$ cat config.mk
export PLATFORM = sky130hd
export DESIGN_NAME = cascade_timer_unit
export DESIGN_NICKNAME = d
export VERILOG_FILES = /design/src/rtl/ctu_pkg.sv /design/src/rtl/ctu_prescaler.sv /design/src/rtl/ctu_channel.sv /design/src/rtl/cascade_timer_unit.sv
export SDC_FILE = /design/constraint.sdc
export NUM_CORES = 1
export LEC_CHECK = 0
export CAP_MARGIN = 0
export CORE_AREA = 2 2 120 209
export DETAILED_ROUTE_END_ITERATION = 6
export DIE_AREA = 0 0 122 211
export DONT_BUFFER_PORTS = 1
export PLACE_DENSITY = 0.66
export SLEW_MARGIN = 20
export SYNTH_ARGS = -nofsm -noshare
export SYNTH_HDL_FRONTEND = slang
export SYNTH_SLANG_ARGS = --single-unit
$ cat constraint.sdc
create_clock -name clk -period 3.7 [get_ports clk]
set_clock_uncertainty 0.15 [all_clocks]
set_input_delay 0.555 -clock clk [delete_from_list [all_inputs] [get_ports clk]]
set_output_delay 0.555 -clock clk [all_outputs]
set_load 0.005 [all_outputs]
$ cat src/rtl/ctu_pkg.sv
package ctu_pkg;
   // Control word field positions (software-visible encoding)
   localparam int CTL_PS_LSB = 0;
   localparam int CTL_PS_W   = 2;
   localparam int CTL_CHAIN  = 2;
   localparam int CTL_IRQ_EN = 6;
   localparam int CTL_RUN    = 7;

   typedef enum logic {
      REG_START_COUNT = 1'b0,
      REG_CONTROL     = 1'b1
   } ctu_reg_e;

   typedef struct packed {
      logic                run;
      logic                irq_en;
      logic                chain;
      logic [CTL_PS_W-1:0] ps;
   } ctu_mode_t;

   function automatic ctu_mode_t ctu_decode(input logic [15:0] w);
      ctu_mode_t m;
      m.run    = w[CTL_RUN];
      m.irq_en = w[CTL_IRQ_EN];
      m.chain  = w[CTL_CHAIN];
      m.ps     = w[CTL_PS_LSB +: CTL_PS_W];
      return m;
   endfunction
endpackage

$ cat src/rtl/ctu_prescaler.sv
module ctu_prescaler #(
   parameter int DIV1_LOG2 = 6,
   parameter int DIV2_LOG2 = 8,
   parameter int DIV3_LOG2 = 10
) (
   input  logic       clk,
   input  logic       rst_n,
   input  logic       run,
   input  logic       clr,
   input  logic [1:0] sel,
   output logic       tick
);
   localparam int ACC_W = DIV3_LOG2;
   localparam logic [ACC_W-1:0] LIM1 = ACC_W'((32'd1 << DIV1_LOG2) - 32'd1);
   localparam logic [ACC_W-1:0] LIM2 = ACC_W'((32'd1 << DIV2_LOG2) - 32'd1);
   localparam logic [ACC_W-1:0] LIM3 = ACC_W'((32'd1 << DIV3_LOG2) - 32'd1);

   if (DIV1_LOG2 < 1 || DIV2_LOG2 <= DIV1_LOG2 || DIV3_LOG2 <= DIV2_LOG2 || DIV3_LOG2 > 20) begin : g_bad_div
      $error("ctu_prescaler: division exponents must rise strictly and stay within 1..20");
   end

   logic [ACC_W-1:0] acc_q;
   logic [ACC_W-1:0] limit;

   always_comb begin
      unique case (sel)
         2'd0:    limit = '0;
         2'd1:    limit = LIM1;
         2'd2:    limit = LIM2;
         default: limit = LIM3;
      endcase
   end

   assign tick = run && (acc_q >= limit);

   always_ff @(posedge clk or negedge rst_n) begin
      if (!rst_n)      acc_q <= '0;
      else if (clr)    acc_q <= '0;
      else if (run)    acc_q <= tick ? '0 : acc_q + 1'b1;
   end

   AST_TICK_SPACED: assert property (@(posedge clk) disable iff (!rst_n)
      (tick && sel != 2'd0) |=> (!tick || sel == 2'd0))
      else $error("prescaler ticked on consecutive cycles with a divider above one");
endmodule

$ cat src/rtl/ctu_channel.sv
module ctu_channel
   import ctu_pkg::*;
#(
   parameter int CNT_W     = 16,
   parameter int DIV1_LOG2 = 6,
   parameter int DIV2_LOG2 = 8,
   parameter int DIV3_LOG2 = 10
) (
   input  logic             clk,
   input  logic             rst_n,
   input  logic             wr_start,
   input  logic             wr_ctl,
   input  logic [CNT_W-1:0] wr_data,
   input  logic             chain_in,
   output logic [CNT_W-1:0] count,
   output logic [CNT_W-1:0] ctl,
   output logic             ovf,
   output logic             irq
);
   if (CNT_W < 8) begin : g_bad_width
      $error("ctu_channel: control word needs at least 8 bits");
   end

   logic [CNT_W-1:0] ctl_q, start_q, cnt_q;
   logic             irq_q;
   ctu_mode_t        mode, mode_new;
   logic             en_rise, pre_tick, step;

   assign mode     = ctu_decode(16'(ctl_q));
   assign mode_new = ctu_decode(16'(wr_data));
   assign en_rise  = wr_ctl && mode_new.run && !mode.run;

   ctu_prescaler #(
      .DIV1_LOG2 (DIV1_LOG2),
      .DIV2_LOG2 (DIV2_LOG2),
      .DIV3_LOG2 (DIV3_LOG2)
   ) i_pre (
      .clk   (clk),
      .rst_n (rst_n),
      .run   (mode.run && !mode.chain),
      .clr   (en_rise),
      .sel   (mode.ps),
      .tick  (pre_tick)
   );

   assign step = mode.run && (mode.chain ? chain_in : pre_tick);
   assign ovf  = step && (cnt_q == {CNT_W{1'b1}});

   always_ff @(posedge clk or negedge rst_n) begin
      if (!rst_n) begin
         ctl_q   <= '0;
         start_q <= '0;
         cnt_q   <= '0;
         irq_q   <= 1'b0;
      end else begin
         if (en_rise)       cnt_q <= start_q;
         else if (ovf)      cnt_q <= start_q;
         else if (step)     cnt_q <= cnt_q + 1'b1;
         if (wr_ctl)        ctl_q <= wr_data;
         if (wr_start)      start_q <= wr_data;
         irq_q <= ovf && mode.irq_en;
      end
   end

   assign count = cnt_q;
   assign ctl   = ctl_q;
   assign irq   = irq_q;

   AST_RELOAD_ON_WRAP: assert property (@(posedge clk) disable iff (!rst_n)
      ovf |=> (cnt_q == $past(start_q)))
      else $error("count did not take the start value after wrap");

   AST_IRQ_NEEDS_OVF: assert property (@(posedge clk) disable iff (!rst_n)
      irq_q |-> $past(ovf))
      else $error("interrupt pulse without overflow");

   AST_CHAIN_GATED: assert property (@(posedge clk) disable iff (!rst_n)
      (mode.run && mode.chain && !chain_in && !en_rise) |=> (cnt_q == $past(cnt_q)))
      else $error("chained channel moved without a lower overflow");

   AST_IDLE_FROZEN: assert property (@(posedge clk) disable iff (!rst_n)
      (!mode.run && !en_rise) |=> (cnt_q == $past(cnt_q)))
      else $error("disabled channel count changed");

   AST_IDLE_NO_OVF: assert property (@(posedge clk) disable iff (!rst_n)
      !mode.run |-> !ovf)
      else $error("disabled channel overflowed");

   AST_ENABLE_LOADS: assert property (@(posedge clk) disable iff (!rst_n)
      en_rise |=> (cnt_q == $past(start_q)))
      else $error("enable edge did not load the start value");
endmodule

$ cat src/rtl/cascade_timer_unit.sv
module cascade_timer_unit
   import ctu_pkg::*;
#(
   parameter int NUM_CH    = 4,
   parameter int CH_SEL_W  = 2,
   parameter int CNT_W     = 16,
   parameter int DIV1_LOG2 = 6,
   parameter int DIV2_LOG2 = 8,
   parameter int DIV3_LOG2 = 10
) (
   input  logic                clk,
   input  logic                rst_n,
   input  logic                wr_en,
   input  logic [CH_SEL_W-1:0] ch_sel,
   input  logic                reg_sel,
   input  logic [CNT_W-1:0]    wr_data,
   output logic [CNT_W-1:0]    rd_data,
   output logic [NUM_CH-1:0]   irq
);
   if (NUM_CH != (1 << CH_SEL_W)) begin : g_bad_sel
      $error("cascade_timer_unit: NUM_CH must equal 2**CH_SEL_W");
   end

   logic [CNT_W-1:0]  cnt_arr [NUM_CH];
   logic [CNT_W-1:0]  ctl_arr [NUM_CH];
   logic [NUM_CH-1:0] ovf_vec;
   logic [NUM_CH-1:0] chain_vec;
   logic [NUM_CH-1:0] wr_start_vec, wr_ctl_vec;

   for (genvar n = 0; n < NUM_CH; n++) begin : g_ch
      assign wr_start_vec[n] = wr_en && (ch_sel == CH_SEL_W'(n)) && (reg_sel == REG_START_COUNT);
      assign wr_ctl_vec[n]   = wr_en && (ch_sel == CH_SEL_W'(n)) && (reg_sel == REG_CONTROL);

      if (n == 0) begin : g_base
         assign chain_vec[n] = 1'b0;
      end else begin : g_link
         assign chain_vec[n] = ovf_vec[n-1];
      end

      ctu_channel #(
         .CNT_W     (CNT_W),
         .DIV1_LOG2 (DIV1_LOG2),
         .DIV2_LOG2 (DIV2_LOG2),
         .DIV3_LOG2 (DIV3_LOG2)
      ) i_chan (
         .clk      (clk),
         .rst_n    (rst_n),
         .wr_start (wr_start_vec[n]),
         .wr_ctl   (wr_ctl_vec[n]),
         .wr_data  (wr_data),
         .chain_in (chain_vec[n]),
         .count    (cnt_arr[n]),
         .ctl      (ctl_arr[n]),
         .ovf      (ovf_vec[n]),
         .irq      (irq[n])
      );
   end

   assign rd_data = (reg_sel == REG_CONTROL) ? ctl_arr[ch_sel] : cnt_arr[ch_sel];

   AST_BASE_NO_CHAIN: assert property (@(posedge clk) disable iff (!rst_n)
      (ctl_arr[0][CTL_RUN] && ctl_arr[0][CTL_CHAIN] && !wr_ctl_vec[0]) |=> $stable(cnt_arr[0]))
      else $error("channel 0 advanced in chained mode");
endmodule

Yosys cells after proc, flatten, opt, wreduce, memory -nomap -nowiden
Cells that the tools add are included.
- bits in registers: 236
- bits of input ports: 22
- output and inout bits: 20
- logic and storage cells: 150
- $add $sub $neg: 8
- magnitude comparators: 5
- equal/unequal tests: 15
- muxes and demuxes: 39
- bitwise operators: 2
- reduce and logical (&&, ||, !) cells: 61
- operator list (operator ; number):
    16-bit two-way mux ; 17
    10-bit two-way mux ; 12
    10-bit one-hot mux with 3 select lines ; 4
    16-bit by 1-bit adder with 16-bit output, second input constant ; 4
    16-bit binary-select mux with 2-bit select ; 2
    16-bit equality test, second input constant ; 4
    10-bit by 1-bit adder with 10-bit output, second input constant ; 4
    10-bit greater-or-equal comparator ; 4
    1-bit logical AND ; 40
    2-bit equality test, second input constant ; 6
    3-bit nonzero test ; 4
    2-bit by 1-bit equality test with 1-bit output, second input constant ; 5
    2-bit logical NOT ; 5
    1-bit logical NOT ; 8
    2-bit nonzero test ; 4
    1-bit two-way mux ; 4
    3-bit greater-or-equal comparator, second input constant ; 1
    2-bit inverter with 3-bit output ; 1
    1-bit inverter ; 1

Logic depth before layout (Yosys ltp)
- depth after elaboration: 18
- gate-level depth with buffers: 14
- mapped depth without buffers: 12

Hierarchy
From an unflattened synthesis, not the netlist that was laid out.
- cells, all modules: 1204
- area total of the unflattened synthesis: 12971.2 µm²
- modules (own cells, without submodules) (module ; times used ; cells an instance ; area an instance (µm²) ; sequential area each (µm²)):
    ctu_channel ; 4 ; 191 ; 2254.7 ; 1226.2
    ctu_prescaler ; 4 ; 73 ; 695.7 ; 250.2
    cascade_timer_unit ; 1 ; 148 ; 1169.9 ; 0.0

Worst setup path before layout
No wires, ideal clock.
- path type: reg2reg
- from: register g_ch[0].i_chan.ctl_q[1]
- to: register g_ch[2].i_chan.cnt_q[3]
- setup time: 0.137 ns
- arrival: 2.913 ns
- data required time: 3.413 ns
- setup slack: 0.500 ns
- cell stages (with the launch flop): 12
- path buffers: 0
- clock period less this slack: 3.200 ns
- cells stage by stage: dfrtp_1 -> nor2_1 -> ha_1 -> or4_1 -> o31a_1 -> o2111ai_2 -> a2111oi_2 -> or3_4 -> nor3b_4 -> or4b_1 -> o21ai_1 -> a21oi_1
- longest elaborated chain between the ends: 15
- elaborated cells between the ends (all ways): 18
- those cells by class: order compare: 1; eq/ne: 2; mux: 6; reduce/logical: 9
- RTL lines (what ; line ; text):
    start, declared ; ctu_channel.sv:24 ; logic [CNT_W-1:0] ctl_q, start_q, cnt_q;
    start signal, assigned ; ctu_channel.sv:59 ; if (wr_ctl) ctl_q <= wr_data;
    2-bit equality test (tied with other cells) ; ctu_prescaler.sv:26 ; unique case (sel)
    10-bit one-hot mux with 3 select lines (*) ; ctu_prescaler.sv:26 ;
    10-bit greater-or-equal comparator (*) ; ctu_prescaler.sv:34 ; assign tick = run && (acc_q >= limit);
    1-bit logical AND (*) ; ctu_prescaler.sv:34 ;
    1-bit two-way mux (*) ; ctu_channel.sv:46 ; assign step = mode.run && (mode.chain ? chain_in : pre_tick);
    1-bit logical AND (*) ; ctu_channel.sv:46 ;
    1-bit logical AND (*) ; ctu_channel.sv:47 ; assign ovf = step && (cnt_q == {CNT_W{1'b1}});
    1-bit two-way mux (*) ; ctu_channel.sv:46 ;
    1-bit logical AND (*) ; ctu_channel.sv:46 ;
    1-bit logical AND (*) ; ctu_channel.sv:47 ;
    1-bit two-way mux (*) ; ctu_channel.sv:46 ;
    1-bit logical AND (*) ; ctu_channel.sv:46 ;
    1-bit logical AND ; ctu_channel.sv:47 ;
    16-bit two-way mux ; ctu_channel.sv:57 ; else if (ovf) cnt_q <= start_q;
    16-bit two-way mux ; ctu_channel.sv:56 ; if (en_rise) cnt_q <= start_q;
    end signal, assigned ; ctu_channel.sv:56 ;
    end signal, assigned ; ctu_channel.sv:57 ;
    end signal, assigned ; ctu_channel.sv:58 ; else if (step) cnt_q <= cnt_q + 1'b1;
    end, declared ; ctu_channel.sv:24 ;
Mark *: on every way between the ends. The rest lies on a longest branch, timed or not.
A chain may end at the register's enable or synchronous reset.

Final worst setup path
- from: register g_ch[1].i_chan.ctl_q[1]
- to: register g_ch[2].i_chan.cnt_q[3]
- longest elaborated chain between the ends: 12
- elaborated cells between the ends (all ways): 15
- those cells by class: order compare: 1; eq/ne: 2; mux: 5; reduce/logical: 7
- RTL lines (what ; line):
    start, declared ; ctu_channel.sv:24
    start signal, assigned ; ctu_channel.sv:59
    2-bit equality test (tied with other cells) ; ctu_prescaler.sv:26
    10-bit one-hot mux with 3 select lines (*) ; ctu_prescaler.sv:26
    10-bit greater-or-equal comparator (*) ; ctu_prescaler.sv:34
    1-bit logical AND (*) ; ctu_prescaler.sv:34
    1-bit two-way mux (*) ; ctu_channel.sv:46
    1-bit logical AND (*) ; ctu_channel.sv:46
    1-bit logical AND (*) ; ctu_channel.sv:47
    1-bit two-way mux (*) ; ctu_channel.sv:46
    1-bit logical AND (*) ; ctu_channel.sv:46
    1-bit logical AND ; ctu_channel.sv:47
    16-bit two-way mux ; ctu_channel.sv:57
    16-bit two-way mux ; ctu_channel.sv:56
Marked as above.

==> impl_metrics.ini <==
[drt]
vias_per_cell = 6.36
wirelength_um = 35100
drtIter0Drc = 827
ant_nets = 0
vias = 9945
dr.pass1.iters = 5
wl_per_cell_um = 22.4
post-route-drc-count = 0

[synthesis]
synth_compound_area_share_pct = 12.8
synth_edf_count = 0
synth_xor_area_share_pct = 0.753
synth_flop_cell = dfrtp_1
yosys_warnings = 0
ys_seq_elements = 236
synthArstFlopShare_pct = 100
ys_types = 70
synthSimpleGateAreaFrac_pct = 15.7
syn_nets = 1287
syn_inst = 1224
synth.area.mux_share_pct = 17.8
synth_fa_ha_area_share_pct = 4.01
synth_top_family_by_area = multiplexers
synth_seq_area_share_pct = 46.2
avgSynthCellArea_um2 = 10.4
synth_area_um2 = 12800

[timing]
fin_crit_sh_pct = 93.4
hold_viol_final = 236
period_minus_slack_ps = 3460
fmax_mhz = 289
fin_setup_tns_ps = 0
rsz0062_at_grt = false
hold_slack_ps = -431
setup_viol = 0
slew_viol_final = 0
setup_ws_ps = 243
slew_headroom_pct = 37.0
tightestPinTransition_ps = 940

[clock_tree]
cts_buffer_depth = 3
cts.htree.levels = 1
cts_tree = built
clk_pin_slew_ps = 70
clock-sinks = 236
post-cts-setup-buffers = 0
cts_root_buf = clkbuf_16
postCtsHoldBufs = 15
numCtsBuffers = 24
clk_latency_ps = 530
post_cts_resized = 0

[global_routing]
overflow = 0
grt_max_degree = 237
grt.total_usage_pct = 28.3
grt_pass1_wl_um = 56000
grt_pass1_vias = 9911
antenna_found_initial = 0

[setup_path]
cp-end-kind = flip-flop
critPathRequiredTime_ps = 3950
crit_arrival_ps = 3710
crit_type = reg2reg
start_kind = flip-flop
crit_fanout = 5
reg2reg_depth = 12

[layout]
regArea_um2 = 5910
final_cell_mix = dfrtp_1, nand2_1, mux2_2, a21oi_1, o21ai_0
multi_input_comb_area_um2 = 6550
syn2layout_area_growth_pct = 11.5
drive_gt1_share_pct = 20.8
antenna_cells = 0
num-fill-cells = 2035
instances_no_fill = 1564
nets = 1301
layout_commonest_cell = dfrtp_1

[placed_design]
dpl.hpwl_um = 24600
place_inst = 1505
post-place-ws_ps = 273
place_congestion = 0.918
port_buffers = 0

[power]
power_leakage_uw = 0.00628
total_power_uw = 8570
power_density_nw_per_um2 = 601
ir_worst_vdd_uv = 315

[floorplanning]
core_area_um2 = 23900
initial_core_util_pct = 53.4
io_pins = 42
rows = 75
die_w_um = 122
die_h_um = 211
die_area_um2 = 25700

[run_status]
violations = hold timing
status = finished with violations

[min_path]
hp-class = in2async

[flow_run]
maxCapViolations = 0
## report_power, final
part           switching, uW  leakage (uW)  internal [uW]  total (uW)
Combinational            930       0.00292            998        1930
Clock                   1070      0.000445           1680        2750
Sequential               704       0.00292           3190        3890
Total                   2700       0.00628           5870        8570
## cells by family after synthesis
kind of cell,after synthesis
flip-flops,236
AO/OA/AOI/OAI,272
XOR/XNOR,11
buffers and inverters,84
adder cells (fa/ha/maj),41
AND/OR/NAND/NOR,409
multiplexers,171
## cell usage after synthesis (12+ instances only)
cell type  number  share of area (%)
dfrtp_1       236                 46
nand2_1       146                4.3
mux2_2        130                 11
a21oi_1        96                3.8
o21ai_0        93                3.6
nor2_1         69                2.0
nand3_1        53                2.1
ha_1           41                4.0
mux4_2         32                5.6
and3_1         31                1.5
clkbuf_1       31               0.91
inv_1          25               0.73
nand4_1        24                1.2
nand2b_1       16               0.78
nor3_1         14               0.55
buf_2          12               0.47
## final cells by class
class	count	share of cell area, %
Clock buffer	32	4.92
Clock inverter	12	1.32
Inverter	26	0.684
Multi-Input combinational cell	904	45.9
Sequential cell	236	41.4
Tap cell	308	2.70
Timing Repair Buffer	46	3.04
## worst max-delay path, cell delays in order (launching register included)
cell	delay (ps)
dfrtp_1	420
or2_2	340
inv_1	150
ha_1	270
a21o_1	160
a21oi_1	150
nor3b_1	80
o311a_1	290
or3_4	430
nor3b_4	200
or4b_1	530
o21ai_1	90
a21oi_1	80
## per-layer routing
metal  vias to the layer above  global-route usage [%]  share of wire (%)
li1                       4538                       -                  -
met1                      5035                    34.1                 39
met2                       292                    50.5                 53
met3                        80                    2.70                3.8
met4                         0                    12.9                4.8
met5                         -                       0                  0
## stage by stage
stage | cell area [um2] | utilization (%)
global placement | 13200 | 55.3
detailed placement | 13200 | 55.3
finish | 14300 | 59.6
global route | 14300 | 59.6
floorplan | 12800 | -
CTS | 14300 | 59.6
## registers in the layout (all words and copies together), names as in the netlist
name,flops
g_ch.i_chan.count,64
g_ch.i_chan.ctl,64
g_ch.i_chan.i_pre.acc_q,40
g_ch.i_chan.irq,4
g_ch.i_chan.start_q,64
## path summary, 6_finish.rpt
path                                                         start                                   endpoint  slack [ps]
worst max-delay path             g_ch[1].i_chan.ctl[1]$_DFFE_PN0P_        g_ch[2].i_chan.count[3]$_DFFE_PN0P_         240
max in group asynchronous                                    rst_n     g_ch[2].i_chan.start_q[12]$_DFFE_PN0P_        3330
worst max register to register   g_ch[1].i_chan.ctl[1]$_DFFE_PN0P_        g_ch[2].i_chan.count[3]$_DFFE_PN0P_         240
min in group clk                                        wr_data[9]          g_ch[1].i_chan.ctl[9]$_DFFE_PN0P_          20
worst min-delay path                                         rst_n  g_ch[0].i_chan.i_pre.acc_q[7]$_DFFE_PN0P_        -430
worst min register to register  g_ch[3].i_chan.ctl[12]$_DFFE_PN0P_         g_ch[3].i_chan.ctl[12]$_DFFE_PN0P_         320
Power figures use the tool's default switching activity.
